## config.mk

```make
export PLATFORM = sky130hd
export DESIGN_NAME = ssp_steer_port
export DESIGN_NICKNAME = d
export VERILOG_FILES = /design/src/rtl/sspt_pkg.sv /design/src/rtl/ssp_rx_frame.sv /design/src/rtl/ssp_regfile.sv /design/src/rtl/ssp_tx_shift.sv /design/src/rtl/ssp_steer_port.sv
export SDC_FILE = /design/constraint.sdc
export NUM_CORES = 1
export LEC_CHECK = 0
export CAP_MARGIN = 25
export CELL_PAD_IN_SITES_DETAIL_PLACEMENT = 1
export CELL_PAD_IN_SITES_GLOBAL_PLACEMENT = 1
export CORE_MARGIN = 5
export CORE_UTILIZATION = 46
export DETAILED_ROUTE_END_ITERATION = 10
export DONT_BUFFER_PORTS = 1
export PLACE_DENSITY_LB_ADDON = 0.1
export SYNTH_ARGS = -nofsm -noshare
export SYNTH_HDL_FRONTEND = slang
export SYNTH_HIERARCHICAL = 1
export SYNTH_SLANG_ARGS = --single-unit
export TNS_END_PERCENT = 5
```

## constraint.sdc

```tcl
create_clock -name bit_clk -period 2.5 [get_ports bit_clk]
set_input_delay 0.125 -clock bit_clk [delete_from_list [all_inputs] [get_ports bit_clk]]
set_output_delay 0.125 -clock bit_clk [all_outputs]
set_load 0.02 [all_outputs]
```

## src/rtl/sspt_pkg.sv

```systemverilog
package sspt_pkg;

    localparam int WORD_W   = 16;
    localparam int NARROW_W = 8;
    localparam int CNT_W    = $clog2(WORD_W + 1);

    // Field layout of a wide control word
    typedef struct packed {
        logic       steer;   // 1: control access
        logic       rnw;     // 1: read only
        logic [3:0] addr;
        logic [1:0] pad;
        logic [7:0] data;
    } ctl_word_t;

    // Sample handed to the audio path from a received word
    function automatic logic [WORD_W-1:0] rx_audio(input logic wide,
                                                   input logic comp,
                                                   input logic [WORD_W-1:0] w);
        if (wide && !comp)
            return {w[WORD_W-2:0], 1'b0};
        else
            return {8'h00, w[7:0]};
    endfunction

    // Word to shift out, built from the audio transmit sample
    function automatic logic [WORD_W-1:0] tx_frame(input logic wide,
                                                   input logic comp,
                                                   input logic [WORD_W-1:0] s);
        if (wide && !comp)
            return s;
        else
            return {s[7:0], 8'h00};
    endfunction

endpackage

```

## src/rtl/ssp_rx_frame.sv

```systemverilog
module ssp_rx_frame
    import sspt_pkg::*;
(
    input  logic              clk,
    input  logic              rst,
    input  logic              frame_sync,
    input  logic              ser_in,
    input  logic              wide_mode,
    input  logic              comp_sel,
    output logic              busy,
    output logic [CNT_W-1:0]  bit_cnt,
    output logic              wide_q,
    output logic              comp_q,
    output logic              word_fire,
    output logic [WORD_W-1:0] full_word,
    output logic              addr_hit,
    output logic [3:0]        peek_addr
);
    // Number of bits received before the last address bit arrives
    localparam int ADDR_LAST = 5;

    logic [WORD_W-1:0] shift_q;
    logic [CNT_W-1:0]  word_len;
    logic [CNT_W-1:0]  cnt_next;
    logic              steer_seen;

    assign word_len = wide_q ? CNT_W'(WORD_W) : CNT_W'(NARROW_W);
    assign cnt_next = bit_cnt + CNT_W'(1);

    always_ff @(posedge clk) begin
        if (rst) begin
            busy    <= 1'b0;
            bit_cnt <= '0;
            shift_q <= '0;
            wide_q  <= 1'b1;
            comp_q  <= 1'b0;
        end else if (frame_sync) begin
            busy    <= 1'b1;
            bit_cnt <= CNT_W'(1);
            shift_q <= {{(WORD_W-1){1'b0}}, ser_in};
            wide_q  <= wide_mode;
            comp_q  <= comp_sel;
        end else if (busy) begin
            shift_q <= {shift_q[WORD_W-2:0], ser_in};
            bit_cnt <= cnt_next;
            if (cnt_next == word_len)
                busy <= 1'b0;
        end
    end

    assign word_fire  = !frame_sync && busy && (cnt_next == word_len);
    assign full_word  = wide_q ? {shift_q[WORD_W-2:0], ser_in}
                               : {8'h00, shift_q[6:0], ser_in};
    assign steer_seen = shift_q[4];
    assign peek_addr  = {shift_q[2:0], ser_in};
    assign addr_hit   = !frame_sync && busy && wide_q && steer_seen
                        && (bit_cnt == CNT_W'(ADDR_LAST));
endmodule

```

## src/rtl/ssp_regfile.sv

```systemverilog
module ssp_regfile #(
    parameter int NREG  = 16,
    parameter int REG_W = 8,
    localparam int AW   = (NREG > 1) ? $clog2(NREG) : 1
) (
    input  logic                  clk,
    input  logic                  rst,
    input  logic                  wr_en,
    input  logic [AW-1:0]         wr_addr,
    input  logic [REG_W-1:0]      wr_data,
    input  logic [AW-1:0]         rd_addr,
    output logic [REG_W-1:0]      rd_data,
    output logic [NREG*REG_W-1:0] flat
);
    logic [REG_W-1:0] regs [NREG];

    for (genvar k = 0; k < NREG; k++) begin : g_reg
        always_ff @(posedge clk) begin
            if (rst)
                regs[k] <= '0;
            else if (wr_en && (wr_addr == AW'(k)))
                regs[k] <= wr_data;
        end
        assign flat[k*REG_W +: REG_W] = regs[k];
    end

    assign rd_data = (int'(rd_addr) < NREG) ? regs[rd_addr] : '0;
endmodule

```

## src/rtl/ssp_tx_shift.sv

```systemverilog
module ssp_tx_shift
    import sspt_pkg::*;
#(
    parameter int REG_W = 8
) (
    input  logic              clk,
    input  logic              rst,
    input  logic              frame_sync,
    input  logic              wide_mode,
    input  logic              comp_sel,
    input  logic [WORD_W-1:0] aud_tx,
    input  logic              busy,
    input  logic [CNT_W-1:0]  bit_cnt,
    input  logic              addr_hit,
    input  logic [REG_W-1:0]  rd_data,
    output logic              ser_out
);
    logic [WORD_W-1:0] tx_word;
    logic              drive_en;
    logic [3:0]        drive_idx;

    // Word load at frame start; read-back inserted once the address is known
    always_ff @(posedge clk) begin
        if (rst) begin
            tx_word <= '0;
        end else if (frame_sync) begin
            tx_word <= tx_frame(wide_mode, comp_sel, aud_tx);
        end else if (addr_hit) begin
            tx_word[9:0] <= {2'b00, 8'(rd_data)};
        end
    end

    // Index of the bit sampled on this rising edge
    always_ff @(posedge clk) begin
        if (rst) begin
            drive_en  <= 1'b0;
            drive_idx <= '0;
        end else if (frame_sync) begin
            drive_en  <= 1'b1;
            drive_idx <= 4'd15;
        end else if (busy) begin
            drive_en  <= 1'b1;
            drive_idx <= 4'd15 - bit_cnt[3:0];
        end else begin
            drive_en  <= 1'b0;
        end
    end

    always_ff @(negedge clk) begin
        if (rst)
            ser_out <= 1'b0;
        else
            ser_out <= drive_en ? tx_word[drive_idx] : 1'b0;
    end
endmodule

```

## src/rtl/ssp_steer_port.sv

```systemverilog
module ssp_steer_port
    import sspt_pkg::*;
#(
    parameter int NREG  = 16,
    parameter int REG_W = 8
) (
    input  logic                  bit_clk,
    input  logic                  rst,
    input  logic                  wide_mode,
    input  logic                  comp_sel,
    input  logic                  frame_sync,
    input  logic                  ser_in,
    output logic                  ser_out,
    input  logic [15:0]           aud_tx,
    output logic [15:0]           aud_rx,
    output logic                  aud_rx_valid,
    output logic [NREG*REG_W-1:0] cfg_regs
);
    localparam int AW = (NREG > 1) ? $clog2(NREG) : 1;

    logic              busy;
    logic [CNT_W-1:0]  bit_cnt;
    logic              wide_q;
    logic              comp_q;
    logic              word_fire;
    logic [WORD_W-1:0] full_word;
    logic              addr_hit;
    logic [3:0]        peek_addr;
    logic [REG_W-1:0]  rd_data;
    ctl_word_t         ctl;
    logic              fire_ctl;
    logic              fire_rnw;
    logic              wr_en;

    ssp_rx_frame u_rx (
        .clk        (bit_clk),
        .rst        (rst),
        .frame_sync (frame_sync),
        .ser_in     (ser_in),
        .wide_mode  (wide_mode),
        .comp_sel   (comp_sel),
        .busy       (busy),
        .bit_cnt    (bit_cnt),
        .wide_q     (wide_q),
        .comp_q     (comp_q),
        .word_fire  (word_fire),
        .full_word  (full_word),
        .addr_hit   (addr_hit),
        .peek_addr  (peek_addr)
    );

    assign ctl      = ctl_word_t'(full_word);
    assign fire_ctl = word_fire && wide_q && ctl.steer;
    assign fire_rnw = ctl.rnw;
    assign wr_en    = fire_ctl && !ctl.rnw;

    ssp_regfile #(.NREG(NREG), .REG_W(REG_W)) u_regs (
        .clk     (bit_clk),
        .rst     (rst),
        .wr_en   (wr_en),
        .wr_addr (AW'(ctl.addr)),
        .wr_data (REG_W'(ctl.data)),
        .rd_addr (AW'(peek_addr)),
        .rd_data (rd_data),
        .flat    (cfg_regs)
    );

    ssp_tx_shift #(.REG_W(REG_W)) u_tx (
        .clk        (bit_clk),
        .rst        (rst),
        .frame_sync (frame_sync),
        .wide_mode  (wide_mode),
        .comp_sel   (comp_sel),
        .aud_tx     (aud_tx),
        .busy       (busy),
        .bit_cnt    (bit_cnt),
        .addr_hit   (addr_hit),
        .rd_data    (rd_data),
        .ser_out    (ser_out)
    );

    // Held receive sample; control periods re-present the previous one
    always_ff @(posedge bit_clk) begin
        if (rst) begin
            aud_rx       <= '0;
            aud_rx_valid <= 1'b0;
        end else begin
            aud_rx_valid <= word_fire;
            if (word_fire && !fire_ctl)
                aud_rx <= rx_audio(wide_q, comp_q, full_word);
        end
    end
endmodule

```

-- Word-level counts from Yosys, hierarchy flattened
Memory sizes are Yosys's and may differ from the RTL's.
Cells that the tools add are included.
Widths: inputs -> output; s select.
- muxes and demuxes: 85
- reductions and logical operators: 37
- magnitude comparators: 1
- add/subtract/negate cells: 2
- equality and inequality tests: 17
- bitwise logic cells: 17
- operators with widths (operator ; count):
    $mux 8 ; 16
    $mux 1 ; 60
    $mux 16 ; 3
    $eq 4x4->1 const B ; 8
    $logic_and 1x1->1 ; 27
    $mux 10 ; 2
    $eq 4x3->1 const B ; 4
    $or 1x1->1 ; 16
    $eq 4x2->1 const B ; 2
    $mux 4 ; 2
    $add 5x1->5 const B ; 1
    $eq 5x3->1 const B ; 1
    $eq 5x5->1 ; 1
    $logic_not 1->1 ; 5
    $lt 4x5->1 const B ; 1
    $mux 5 ; 1
    $bmux 1 s4 ; 1
    $eq 4x1->1 const B ; 1
    $logic_not 4->1 ; 1
    $reduce_bool 2->1 ; 2
    $reduce_or 2->1 ; 2
    $sub 4x4->4 const A ; 1
    $not 1->1 ; 1
- input port bits: 22
- bits in writable memories: 128
- output and inout bits: 146
- word-level logic and storage cells: 174
- memories: 1
- flip-flop bits (word level): 62
- memories (memory ; words ; bits a word ; rd ports ; clocked after memory_dff ; wr ports ; line ; text):
    u_regs.regs ; 16 ; 8 ; 17 ; 0 ; 16 ; ssp_regfile.sv:15 ; logic [REG_W-1:0] regs [NREG];

-- Longest topological paths before layout
- word-level depth: 11
- gate-level depth with buffers: 10
- mapped depth without buffers: 9

-- Modules after synthesis
The synthesis kept the hierarchy.
- by module, submodules not included (module ; area an instance (µm²) ; sequential area each (µm²) ; cells each ; instances):
    ssp_regfile ; 5915.7 ; 3843.7 ; 384 ; 1
    ssp_rx_frame ; 1151.1 ; 460.4 ; 126 ; 1
    ssp_tx_shift ; 1103.6 ; 440.4 ; 126 ; 1
    ssp_steer_port ; 743.2 ; 340.3 ; 84 ; 1

==> results.toml <==
[routing]
ant_nets = 0
drt_wl_total_mm = 26.8
vias_per_cell = 5.65
first_iter_violations = 337
drc_errors = 0
routedWlPerCell_um = 25.5
drt-pass1-iter-count = 5
vias = 5923

[final_layout]
final_common_cell = "and2_1"
layout_common_cells = "137 x and2_1, 128 x edfxtp_1, 83 x nor2_1"
area_growth_pct = 17.9
num-nets-final = 795
utilization_pct = 54.5
drive_gt1_share_pct = 22.8
num_antenna_cells = 0

[floorplanning]
rows = 51
die_y_um = 149
boundaryPins = 168
fp.dieArea_mm2 = 0.0223
die_width_um = 149
initial_core_util_pct = 46.3
core_mm2 = 0.0193

[global_routing]
grtUsageMet1_pct = 30.3
grt_max_degree = 44
antenna_found_initial = 0
grt_pass1_wl_mm = 39.5
grt_usage_pct = 24.0
gr-total-overflow = 0
top_usage_layer = "met2"
grt_pass1_vias = 6264
grt.met2_usage_pct = 38.4
use_met3_pct = 9.45

[power_and_ir_drop]
power_uw = 6710
seqPwrFrac_pct = 54.1
p_int_uw = 5060
p_switching_uw = 1650
pwr-share-comb_pct = 7.2
clkPwrFrac_pct = 38.8
peakVddDrop_mv = 0.454
p_sw_share_pct = 24.6
leakagePower_uw = 0.00381
powerDensity_mw_per_mm2 = 639

[synth]
synth-compound-area-share_pct = 6.78
ys_ff_latch = 190
synth-async-reset-ratio_pct = 0
syn-cell-area_mm2 = 0.00891
synth_warnings = 6
synthXorXnorAreaFrac_pct = 0.688
synth_adder_area_share_pct = 0.281
syn-mean-instance-area_um2 = 12.4
yosys.area_share.simple_pct = 18.6
ys_types = 57
synth_top_family_by_area = "simple AND/OR/NAND/NOR gates"
synthesis.nets = 744
synth_top_flop_cell = "edfxtp_1"
ys_seq_area_share_pct = 57.0
syn_inst = 720
synthMuxAreaShare_pct = 12.5
synth-edff-count = 128

[clock_network]
path_clk_slew_ns = 0.07
cts_max_level = 4
clk_latency_ns = 0.46
cts_made_buffers = 17
cts_sinks = 190
cts_buffer_depth = 2
tritoncts = "yes"
cts-root-buf = "clkbuf_16"

[timing]
slew_viol_final = 0
setup_tns_ns = -4.72
hold_violations = 0
rsz0062_at_grt = "true"
finalCriticalPeriod_ns = 2.59
skew_ns = 0.0285
final.setup.worst_slack_ns = -0.0928
slew-limit-headroom_pct = 32.8
fin_crit_sh_pct = 104
setup_violations = 121
max_freq_mhz = 386
worstMarginPinSlew_ns = 1.00

[critical_path]
rrSetupSlack_ns = -0.09
reg2reg_from = "u_rx/bit_cnt[0]"
startpoint_type = "flop"
crit_type = "reg -> reg"
cp.arrival_ns = 2.90
path_max_fanout = 8
cp.required_ns = 2.80
end_kind = "flop"
rr_endpoint = "u_regs/regs[1][1]"
r2r_cells = 9

[placed_design]
gp_congestion = 0.834
io_buffer_count = 0
place_hpwl_mm = 18.6

[run_status]
status = "finished, violations left"
violations = "negative setup slack"

[worst_hold_path]
min_path_cells = 2
hold_class = "in -> reg"
hp-start = "frame_sync"
holdPathEnd = "u_tx/tx_word[14]"

[flow_run]
cap_violations = 0
==> what timing repair did <==
item,4_1_cts,5_1_grt
hold buffers,27,0
cloned,0,1
setup buffers,5,1
hold endpoints to repair,59,0
endpoints found under the setup margin,137,271
gates resized for setup,7,10
pin swaps,18,16
==> how the worst max path moves through the flow <==
stage | cells after the start | to | slack [ns] | startpoint
2_1_floorplan | 5 | u_tx/ser_out | -0.07 | u_tx/drive_idx[0]
3_3_place_gp | 4 | u_tx/ser_out | -0.06 | u_tx/drive_idx[0]
3_5_place_dp | 4 | u_tx/ser_out | -0.11 | u_tx/drive_idx[0]
4_1_cts | 9 | u_regs/regs[1][1] | -0.11 | u_rx/bit_cnt[1]
5_1_grt | 9 | u_regs/regs[1][5] | -0.17 | u_rx/bit_cnt[0]
6_report | 9 | u_regs/regs[1][1] | -0.09 | u_rx/bit_cnt[0]
==> cells in the mapped netlist (all sizes together), types with 3 or more instances <==
cell type / number / area, um2
xor2: 6 / 52.6
dfxtp: 62 / 1240
a21oi: 24 / 124
clkbuf: 23 / 86.3
edfxtp: 128 / 3840
a211oi: 13 / 108
buf: 38 / 270
a31oi: 8 / 50.1
nand2b: 4 / 25.0
nor2: 87 / 337
mux2i: 31 / 310
and2: 137 / 857
nor2b: 6 / 37.5
nor3b: 3 / 22.5
mux4: 34 / 773
o21bai: 16 / 120
mux2: 3 / 33.8
nand2: 33 / 129
a22oi: 16 / 120
nand3: 14 / 80.1
nand3b: 3 / 22.5
==> registers in the layout, summed over array words and instances (netlist names) <==
name,flops
u_rx/busy,1
u_regs/regs,128
aud_rx,16
u_rx/comp_q,1
u_rx/bit_cnt,5
u_tx/drive_en,1
aud_rx_valid,1
u_rx/shift_q,15
u_rx/wide_q,1
u_tx/tx_word,16
u_tx/ser_out,1
u_tx/drive_idx,4
==> routing by layer <==
metal / up-vias / part of all wire, %
met3: 31 / 9.6
met5: - / 0
met1: 3024 / 41
li1: 2669 / -
met2: 199 / 48
met4: 0 / 1.9
==> cell families after synthesis <==
logic type               count (synthesis)
XOR/XNOR                                 7
adder cells (fa/ha/maj)                  2
multiplexers                            68
flip-flops                             190
AND/OR/NAND/NOR                        305
buffers and inverters                   63
AO/OA/AOI/OAI                           85
==> per-stage QoR <==
stage	hold slack [ns]	std cells	cell area (um2)	setup slack, ns
finish	0.0217	1049	10500	-0.0928
global route	0.0166	1049	10500	-0.175
CTS	0.00505	1047	10400	-0.107
detailed placement	0.203	983	9510	-0.107
global placement	0.204	983	9510	-0.0562
floorplan	0.188	720	9000	-0.0727
==> cell type report <==
type                            instances  area [um2]
Fill cell                            1953        8760
Inverter                                1        3.75
Multi-Input combinational cell        467        3600
Clock buffer                           19         433
Tap cell                              265         332
Clock inverter                         14         118
Timing Repair Buffer                   93         922
Sequential cell                       190        5090
==> worst max-delay path, stage by stage (launching register included) <==
cell and delay [ns]:
dfxtp_4 0.37, ha_4 0.14, nand3_4 0.08, xnor2_2 0.15, or3_4 0.34, a21oi_4 0.13
and4b_2 0.29, or4b_4 0.58, nor2_4 0.21, and2_1 0.16
==> power by group through the flow <==
stage | registers, uW | logic (uW) | clock network (uW)
after floorplan | 3650 | 310 | 5.01
after global placement | 3700 | 388 | 5.01
after detailed placement | 3700 | 396 | 5.01
after CTS | 3630 | 477 | 2640
after global routing | 3640 | 511 | 2800
final | 3630 | 481 | 2600
Note: power is estimated with default switching activity, not from simulation.
